File: src/rtl/gctl_pkg.sv
package gctl_pkg;

    localparam logic [7:0] FMT_CODE = 8'h01;
    localparam logic [7:0] RST_KEY  = 8'hAA;
    localparam logic [7:0] ACK_KEY  = 8'h01;

    // word indices (byte address / 4)
    localparam int W_CTRL  = 0;
    localparam int W_PROD  = 1;
    localparam int W_BUILD = 2;
    localparam int W_CLK   = 3;
    localparam int W_IRQ   = 4;
    localparam int W_DMA   = 6;
    localparam int W_TBL   = 8;
    localparam int TBL_WORDS_PER_ENTRY = 4;

    typedef enum logic [1:0] {
        IRQ_IDLE   = 2'd0,
        IRQ_ACTIVE = 2'd1,
        IRQ_GAP    = 2'd2
    } irq_state_e;

    typedef struct packed {
        logic rst_cmd;
        logic ack_cmd;
    } ctrl_cmd_t;

    typedef struct packed {
        logic [7:0] rst_b;
        logic [7:0] ack_b;
        logic [7:0] rev_b;
        logic [7:0] fmt_b;
    } ctrl_word_t;

    function automatic logic [31:0] tbl_word(
        input int unsigned ent,
        input int unsigned sel,
        input logic [31:0] id_base,
        input logic [31:0] reg_base,
        input logic [31:0] reg_stride,
        input logic [31:0] dma_base,
        input logic [31:0] dma_stride
    );
        logic [31:0] r;
        case (sel)
            0:       r = id_base + 32'(ent);
            1:       r = reg_base + 32'(ent) * reg_stride;
            2:       r = dma_base + 32'(ent) * dma_stride;
            default: r = 32'h0;
        endcase
        return r;
    endfunction

endpackage

File: src/rtl/gctl_wr_decode.sv
module gctl_wr_decode
    import gctl_pkg::*;
#(
    parameter int ADDR_W = 8
) (
    input  logic              wr_en_i,
    input  logic [ADDR_W-1:0] addr_i,
    input  logic [31:0]       wdata_i,
    input  logic [3:0]        wbe_i,
    output ctrl_cmd_t         cmd_o
);
    logic hit_ctrl;

    always_comb begin
        hit_ctrl       = wr_en_i && (addr_i == '0);
        cmd_o.rst_cmd  = hit_ctrl && wbe_i[3] && (wdata_i[31:24] == RST_KEY);
        cmd_o.ack_cmd  = hit_ctrl && wbe_i[2] && (wdata_i[23:16] == ACK_KEY);
    end

    // lanes 0 and 1 address read-only bytes: enables and data are not used
    logic unused_lanes;
    assign unused_lanes = ^{wbe_i[1:0], wdata_i[15:0]};

endmodule

File: src/rtl/gctl_rd_mux.sv
module gctl_rd_mux
    import gctl_pkg::*;
#(
    parameter int          ADDR_W        = 8,
    parameter int          IRQ_W         = 16,
    parameter int          DMA_W         = 16,
    parameter int          FB_COUNT      = 9,
    parameter logic [7:0]  REV           = 8'h01,
    parameter logic [31:0] PRODUCT       = 32'h0,
    parameter logic [31:0] BUILD         = 32'h0,
    parameter logic [31:0] SYS_CLK_HZ    = 32'h0,
    parameter logic [31:0] FB_ID_BASE    = 32'h0,
    parameter logic [31:0] FB_REG_BASE   = 32'h0,
    parameter logic [31:0] FB_REG_STRIDE = 32'h0,
    parameter logic [31:0] FB_DMA_BASE   = 32'h0,
    parameter logic [31:0] FB_DMA_STRIDE = 32'h0
) (
    input  logic              clk,
    input  logic              rst,
    input  logic              rd_en_i,
    input  logic [ADDR_W-1:0] addr_i,
    input  logic              rst_active_i,
    input  logic [IRQ_W-1:0]  irq_status_i,
    input  logic [DMA_W-1:0]  dma_status_i,
    output logic [31:0]       rdata_o
);
    localparam int WORD_W = ADDR_W - 2;
    localparam int TBL_N  = FB_COUNT * TBL_WORDS_PER_ENTRY;

    logic [31:0] tbl [TBL_N];

    for (genvar g = 0; g < TBL_N; g++) begin : g_tbl
        assign tbl[g] = tbl_word(g / TBL_WORDS_PER_ENTRY, g % TBL_WORDS_PER_ENTRY,
                                 FB_ID_BASE, FB_REG_BASE, FB_REG_STRIDE,
                                 FB_DMA_BASE, FB_DMA_STRIDE);
    end

    logic [WORD_W-1:0] word;
    logic [31:0]       tbl_val;
    logic [31:0]       rd_val;
    ctrl_word_t        ctrl;

    assign word = addr_i[ADDR_W-1:2];

    always_comb begin
        tbl_val = 32'h0;
        for (int i = 0; i < TBL_N; i++) begin
            if (word == WORD_W'(W_TBL + i)) tbl_val = tbl[i];
        end
    end

    always_comb begin
        ctrl.rst_b = rst_active_i ? RST_KEY : 8'h00;
        ctrl.ack_b = 8'h00;
        ctrl.rev_b = REV;
        ctrl.fmt_b = FMT_CODE;
        if (addr_i[1:0] != 2'b00)              rd_val = 32'h0;
        else if (word == WORD_W'(W_CTRL))      rd_val = ctrl;
        else if (word == WORD_W'(W_PROD))      rd_val = PRODUCT;
        else if (word == WORD_W'(W_BUILD))     rd_val = BUILD;
        else if (word == WORD_W'(W_CLK))       rd_val = SYS_CLK_HZ;
        else if (word == WORD_W'(W_IRQ))       rd_val = 32'(irq_status_i);
        else if (word == WORD_W'(W_DMA))       rd_val = 32'(dma_status_i);
        else                                   rd_val = tbl_val;
    end

    always_ff @(posedge clk) begin
        if (rst)          rdata_o <= 32'h0;
        else if (rd_en_i) rdata_o <= rd_val;
        else              rdata_o <= 32'h0;
    end

endmodule

File: src/rtl/gctl_rst_pulse.sv
module gctl_rst_pulse #(
    parameter int RST_CYCLES = 16
) (
    input  logic clk,
    input  logic rst,
    input  logic start_i,
    output logic pulse_o
);
    localparam int CW = $clog2(RST_CYCLES + 1);

    logic [CW-1:0] cnt_q;

    always_ff @(posedge clk) begin
        if (rst)                 cnt_q <= '0;
        else if (start_i)        cnt_q <= CW'(RST_CYCLES);
        else if (cnt_q != '0)    cnt_q <= cnt_q - 1'b1;
    end

    assign pulse_o = (cnt_q != '0);

endmodule

File: src/rtl/gctl_irq_ctl.sv
module gctl_irq_ctl
    import gctl_pkg::*;
#(
    parameter int IRQ_W      = 16,
    parameter int DMA_W      = 16,
    parameter int GAP_CYCLES = 2
) (
    input  logic             clk,
    input  logic             rst,
    input  logic             ack_i,
    input  logic             msg_mode_i,
    input  logic [IRQ_W-1:0] irq_status_i,
    input  logic [DMA_W-1:0] dma_status_i,
    output logic             level_o,
    output logic             msg_o
);
    localparam int          GW       = $clog2(GAP_CYCLES + 1);
    localparam logic [GW-1:0] GAP_LAST = GW'(GAP_CYCLES - 1);

    irq_state_e    st_q;
    logic [GW-1:0] gap_q;
    logic          pend;

    assign pend = (|irq_status_i) || (|dma_status_i);

    always_ff @(posedge clk) begin
        if (rst) begin
            st_q  <= IRQ_IDLE;
            gap_q <= '0;
            msg_o <= 1'b0;
        end else begin
            msg_o <= 1'b0;
            case (st_q)
                IRQ_IDLE: begin
                    if (pend) begin
                        st_q  <= IRQ_ACTIVE;
                        msg_o <= msg_mode_i;
                    end
                end
                IRQ_ACTIVE: begin
                    if (ack_i) begin
                        if (!pend) begin
                            st_q <= IRQ_IDLE;
                        end else if (msg_mode_i) begin
                            msg_o <= 1'b1;
                        end else begin
                            st_q  <= IRQ_GAP;
                            gap_q <= '0;
                        end
                    end
                end
                IRQ_GAP: begin
                    if (gap_q == GAP_LAST) st_q <= pend ? IRQ_ACTIVE : IRQ_IDLE;
                    else                   gap_q <= gap_q + 1'b1;
                end
                default: st_q <= IRQ_IDLE;
            endcase
        end
    end

    assign level_o = (st_q == IRQ_ACTIVE) && !msg_mode_i;

endmodule

File: src/rtl/gctl_regbank.sv
module gctl_regbank
    import gctl_pkg::*;
#(
    parameter int          ADDR_W        = 8,
    parameter int          IRQ_W         = 16,
    parameter int          DMA_W         = 16,
    parameter int          FB_COUNT      = 9,
    parameter int          RST_CYCLES    = 16,
    parameter int          GAP_CYCLES    = 2,
    parameter logic [7:0]  REV           = 8'h01,
    parameter logic [31:0] PRODUCT       = 32'h0000_1234,
    parameter logic [31:0] BUILD         = 32'h0000_0001,
    parameter logic [31:0] SYS_CLK_HZ    = 32'd100_000_000,
    parameter logic [31:0] FB_ID_BASE    = 32'h0001_0000,
    parameter logic [31:0] FB_REG_BASE   = 32'h0000_0100,
    parameter logic [31:0] FB_REG_STRIDE = 32'h0000_0100,
    parameter logic [31:0] FB_DMA_BASE   = 32'h0000_8000,
    parameter logic [31:0] FB_DMA_STRIDE = 32'h0000_0040
) (
    input  logic              clk,
    input  logic              rst,
    input  logic              wr_en_i,
    input  logic              rd_en_i,
    input  logic [ADDR_W-1:0] addr_i,
    input  logic [31:0]       wdata_i,
    input  logic [3:0]        wbe_i,
    output logic [31:0]       rdata_o,
    input  logic [IRQ_W-1:0]  irq_status_i,
    input  logic [DMA_W-1:0]  dma_status_i,
    input  logic              msg_mode_i,
    output logic              irq_level_o,
    output logic              irq_msg_o,
    output logic              board_rst_o
);
    ctrl_cmd_t cmd;

    gctl_wr_decode #(.ADDR_W(ADDR_W)) u_wr (
        .wr_en_i (wr_en_i),
        .addr_i  (addr_i),
        .wdata_i (wdata_i),
        .wbe_i   (wbe_i),
        .cmd_o   (cmd)
    );

    gctl_rst_pulse #(.RST_CYCLES(RST_CYCLES)) u_rst (
        .clk     (clk),
        .rst     (rst),
        .start_i (cmd.rst_cmd),
        .pulse_o (board_rst_o)
    );

    gctl_irq_ctl #(
        .IRQ_W      (IRQ_W),
        .DMA_W      (DMA_W),
        .GAP_CYCLES (GAP_CYCLES)
    ) u_irq (
        .clk          (clk),
        .rst          (rst),
        .ack_i        (cmd.ack_cmd),
        .msg_mode_i   (msg_mode_i),
        .irq_status_i (irq_status_i),
        .dma_status_i (dma_status_i),
        .level_o      (irq_level_o),
        .msg_o        (irq_msg_o)
    );

    gctl_rd_mux #(
        .ADDR_W        (ADDR_W),
        .IRQ_W         (IRQ_W),
        .DMA_W         (DMA_W),
        .FB_COUNT      (FB_COUNT),
        .REV           (REV),
        .PRODUCT       (PRODUCT),
        .BUILD         (BUILD),
        .SYS_CLK_HZ    (SYS_CLK_HZ),
        .FB_ID_BASE    (FB_ID_BASE),
        .FB_REG_BASE   (FB_REG_BASE),
        .FB_REG_STRIDE (FB_REG_STRIDE),
        .FB_DMA_BASE   (FB_DMA_BASE),
        .FB_DMA_STRIDE (FB_DMA_STRIDE)
    ) u_rd (
        .clk          (clk),
        .rst          (rst),
        .rd_en_i      (rd_en_i),
        .addr_i       (addr_i),
        .rst_active_i (board_rst_o),
        .irq_status_i (irq_status_i),
        .dma_status_i (dma_status_i),
        .rdata_o      (rdata_o)
    );

endmodule

File: config.mk
export PLATFORM = sky130hd
export DESIGN_NAME = gctl_regbank
export DESIGN_NICKNAME = d
export VERILOG_FILES = /design/src/rtl/gctl_pkg.sv /design/src/rtl/gctl_wr_decode.sv /design/src/rtl/gctl_rd_mux.sv /design/src/rtl/gctl_rst_pulse.sv /design/src/rtl/gctl_irq_ctl.sv /design/src/rtl/gctl_regbank.sv
export SDC_FILE = /design/constraint.sdc
export NUM_CORES = 1
export LEC_CHECK = 0
export ABC_AREA = 1
export BUFFER_PORTS_ARGS = -buffer_cell sky130_fd_sc_hd__buf_2
export CAP_MARGIN = 0
export CORE_MARGIN = 4
export CORE_UTILIZATION = 45
export CTS_CLUSTER_SIZE = 25
export DETAILED_ROUTE_END_ITERATION = 8
export PLACE_DENSITY = 0.8
export SYNTH_ARGS = -nofsm -noshare
export SYNTH_HDL_FRONTEND = slang
export SYNTH_SLANG_ARGS = --single-unit
File: constraint.sdc
create_clock -name clk -period 1.8 [get_ports clk]
set_clock_uncertainty 0.2 [all_clocks]
set_input_delay 0.36 -clock clk [delete_from_list [all_inputs] [get_ports clk]]
set_output_delay 0.36 -clock clk [all_outputs]
set_load 0.02 [all_outputs]
==> flow_summary.toml <==
[power_and_ir_drop]
power.density_cell_area_nw_per_um2 = 751
clock_power_share = 0.326
internal_power_mw = 1.45
combPwrFrac = 0.311
share_seq_of_total_power = 0.363
netSwitchingPower_uw = 671
sw_frac_of_total = 0.316
total_leakage_power_nw = 1.54
peakVddDrop_v = 0.000372
power.total_mw = 2.12

[min_path]
min_path_cells = 2
hold_path_startpoint = "rst"
timing.hold.worst_endpoint = "u_irq.st_q[1]$_SDFFE_PP0P_"
hold_path.class = "in2reg"

[timing]
tightestPinTransition_ns = 0.632
rsz0062_at_grt = "false"
clock.fmax_mhz = 583
hold_ws_ns = 0.0738
setup_viol = 0
maxSlewViolCount = 0
period_minus_slack_ns = 1.71
min_period_over_period = 0.953
maxSlewHeadroom = 0.567
report.final.hold_viol_count = 0

[synth]
edff_count_synth = 0
synth_seq_area_share = 0.280
synth_area_per_cell_um2 = 6.54
async_flop_share = 0
synthSimpleGateAreaFrac = 0.402
netlist_instances = 328
synth_top_family_by_area = "simple AND/OR/NAND/NOR gates"
synthesis.area_um2 = 2150
post_synth_xor_area_fraction = 0.00816
synth_mux_area_frac = 0
synth-adder-area-share = 0.0175
synthFlopType = "dfxtp_1"
synth_seq_cells = 30
synth_compound_area_frac = 0.124
synth_cell_type_count = 36
synth.yosys.warnings = 0

[outcome]
outcome = "finished clean"

[worst_setup_path]
cp_data_arrival_time_ns = 1.15
category_of_the_worst_setup_path_launch_point = "flop"
cp-end-kind = "output pin"
worstReg2RegStart = "u_rst.cnt_q[0]$_SDFFE_PP0P_"
reg2reg_to = "u_rst.cnt_q[1]$_SDFFE_PP0P_"
cp_max_fo = 4
worst-r2r-setup-slack_ns = 0.28
ff2ff_path_depth = 6
critPathRequiredTime_ns = 1.24
timing_worst_setup_path_type = "reg2out"

[cells_and_area]
fin_cells = 485
layout-drive-gt1-share = 0.349
fin_nets = 517
antennaDiodeCount = 0
area_delta_synth_final_pct = 31.5
postLayoutCellArea_um2 = 2820

[place]
place.detailed.instances = 478
dp.final_hpwl_mm = 4.86
place.gp.congestion = 0.903
detailed_place.area_um2 = 2700
io_buffer_count = 93

[detailed_routing]
drt_iter0_drc = 129
drc_violation_count_after_routing = 0
ant_nets = 0
wire_per_inst_um = 12.1
drt_pre_antenna_iters = 4
postRouteWirelength_mm = 5.87
avgViaCountPerCell = 4.97
vias = 2411

[global_routing]
antenna_found_initial = 0
first_global_vias = 2281
first_pass_grt_wire_length_mm = 9.84
largest_net_degree_at_the_start_of_global_routing = 11
track_usage = 0.200
globalRouteOverflowTotal = 0

[flow_run]
max_cap_viol_count = 0

[floorplan]
die_area_um2 = 5940
core_region_area_um2 = 4470
die_width_um = 77.1
initial_core_util = 0.480
dieHeight_um = 77.1
total_i_o_pin_count = 116
row_count = 24

[clocking]
post_cts_buffers = 0
clock_latency_ns = 0.28
clock_tree.root_cell = "clkbuf_8"
numClockSinks = 30
clk_transition_reported_paths_ns = 0.06
clock_tree.htree_level_count = 2
max-clock-path-buffers = 2
cts_inserted_buffers = 5
cts_tree = "yes"
[cell usage in the layout, fill, tap and decap left out, types with 2 or more instances in the layout]
cell,n
nand2_1,52
ha_1,3
nand2_2,3
o21ai_1,7
nand4_1,9
o21ai_0,8
inv_1,54
or2_2,3
inv_2,4
dfxtp_1,29
xnor2_1,2
a21oi_1,16
nand3_1,30
nor2_4,7
nor2_2,5
a31oi_1,4
clkbuf_8,6
o22ai_1,6
nor3_1,7
buf_2,92
conb_1,4
buf_4,19
nor2_1,47
[power groups by stage]
stage	logic (mW)	registers [mW]	clock network (mW)
final	0.660	0.769	0.690
after global routing	0.750	0.778	0.742
after CTS	0.658	0.764	0.703
after detailed placement	0.630	0.778	0
after global placement	0.610	0.775	0
after floorplan	0.435	0.774	0
[registers in the layout (all words and copies together), names as in the netlist]
| register | cells |
|---|---|
| u_rd.rdata_o | 20 |
| u_rst.cnt_q | 5 |
| u_irq.msg_o | 1 |
| u_irq.st_q | 2 |
| u_irq.gap_q | 2 |
[metrics by stage]
step                      TNS, ns  utilization  worst slack [ns]
final                           0        0.631            0.0852
after global routing            0        0.631            0.0131
after CTS                       0        0.630            0.0439
after detailed placement  -0.0481        0.603           -0.0370
after global placement          0        0.603            0.0101
after floorplan                 0            -             0.119
[Yosys cell counts, types with 2 or more instances]
cell type / count / area share
dfxtp_1: 30 / 0.28
o21ai_1: 6 / 0.014
a31oi_1: 4 / 0.012
nor2_4: 7 / 0.037
a21oi_1: 16 / 0.037
inv_2: 4 / 0.0070
nor2_1: 48 / 0.084
nand2_1: 52 / 0.091
buf_6: 2 / 0.010
nor3_1: 7 / 0.016
o22ai_1: 6 / 0.017
o21ai_0: 9 / 0.021
inv_1: 54 / 0.094
nand3_1: 31 / 0.072
ha_1: 3 / 0.017
xnor2_1: 2 / 0.0082
nor2_2: 4 / 0.012
nand4_1: 9 / 0.026
buf_4: 13 / 0.045
nand2_2: 3 / 0.0087
or2_2: 3 / 0.0087
[how the worst max path moves through the flow]
stage,to,from
after floorplan,u_irq.gap_q[0]$_SDFFE_PP0P_,addr_i[5]
after global placement,u_irq.gap_q[0]$_SDFFE_PP0P_,addr_i[5]
after detailed placement,u_rd.rdata_o[13]$_SDFF_PP0_,addr_i[3]
after CTS,board_rst_o,u_rst.cnt_q[0]$_SDFFE_PP0P_
after global routing,board_rst_o,u_rst.cnt_q[0]$_SDFFE_PP0P_
final,board_rst_o,u_rst.cnt_q[0]$_SDFFE_PP0P_
[critical path: stages (launching register included)]
cell and delay [ns]:
dfxtp_2 0.33, inv_1 0.09, ha_1 0.17, nand3_2 0.12
buf_4 0.18
[cell families (layout without fill, tap and decap cells)]
family | Yosys count | in the layout
simple gates | 171 | 171
flops | 30 | 30
other cells | 1 | 4
compound gates | 45 | 45
fa+ha+maj | 3 | 3
xor+xnor | 2 | 2
buf+inv | 76 | 178
[what timing repair did]
| item | in CTS | in global routing |
|---|---|---|
| endpoints found under the setup margin | 1 | 2 |
| hold buffers | 0 | 0 |
| gates resized for setup | 2 | 3 |
[routing by layer]
| layer | global-route usage | vias to the layer above | part of all wire |
|---|---|---|---|
| met1 | 0.258 | 1049 | 0.44 |
| met3 | 0.0445 | 13 | 0.090 |
| met4 | 0.0819 | 0 | 0.020 |
| met2 | 0.321 | 104 | 0.45 |
| met5 | 0 | - | 0 |
| li1 | - | 1245 | - |
[layout make-up]
type | count | area [µm²]
flip-flops and latches | 30 | 602
multi-input cells | 225 | 1210
clock buffers | 6 | 82.6
repair buffers | 111 | 603
clock inverters | 1 | 30.0
fillers | 418 | 1650
inverters | 60 | 233
well taps | 52 | 65.1
No activity file was read; power rests on OpenSTA's default activity.
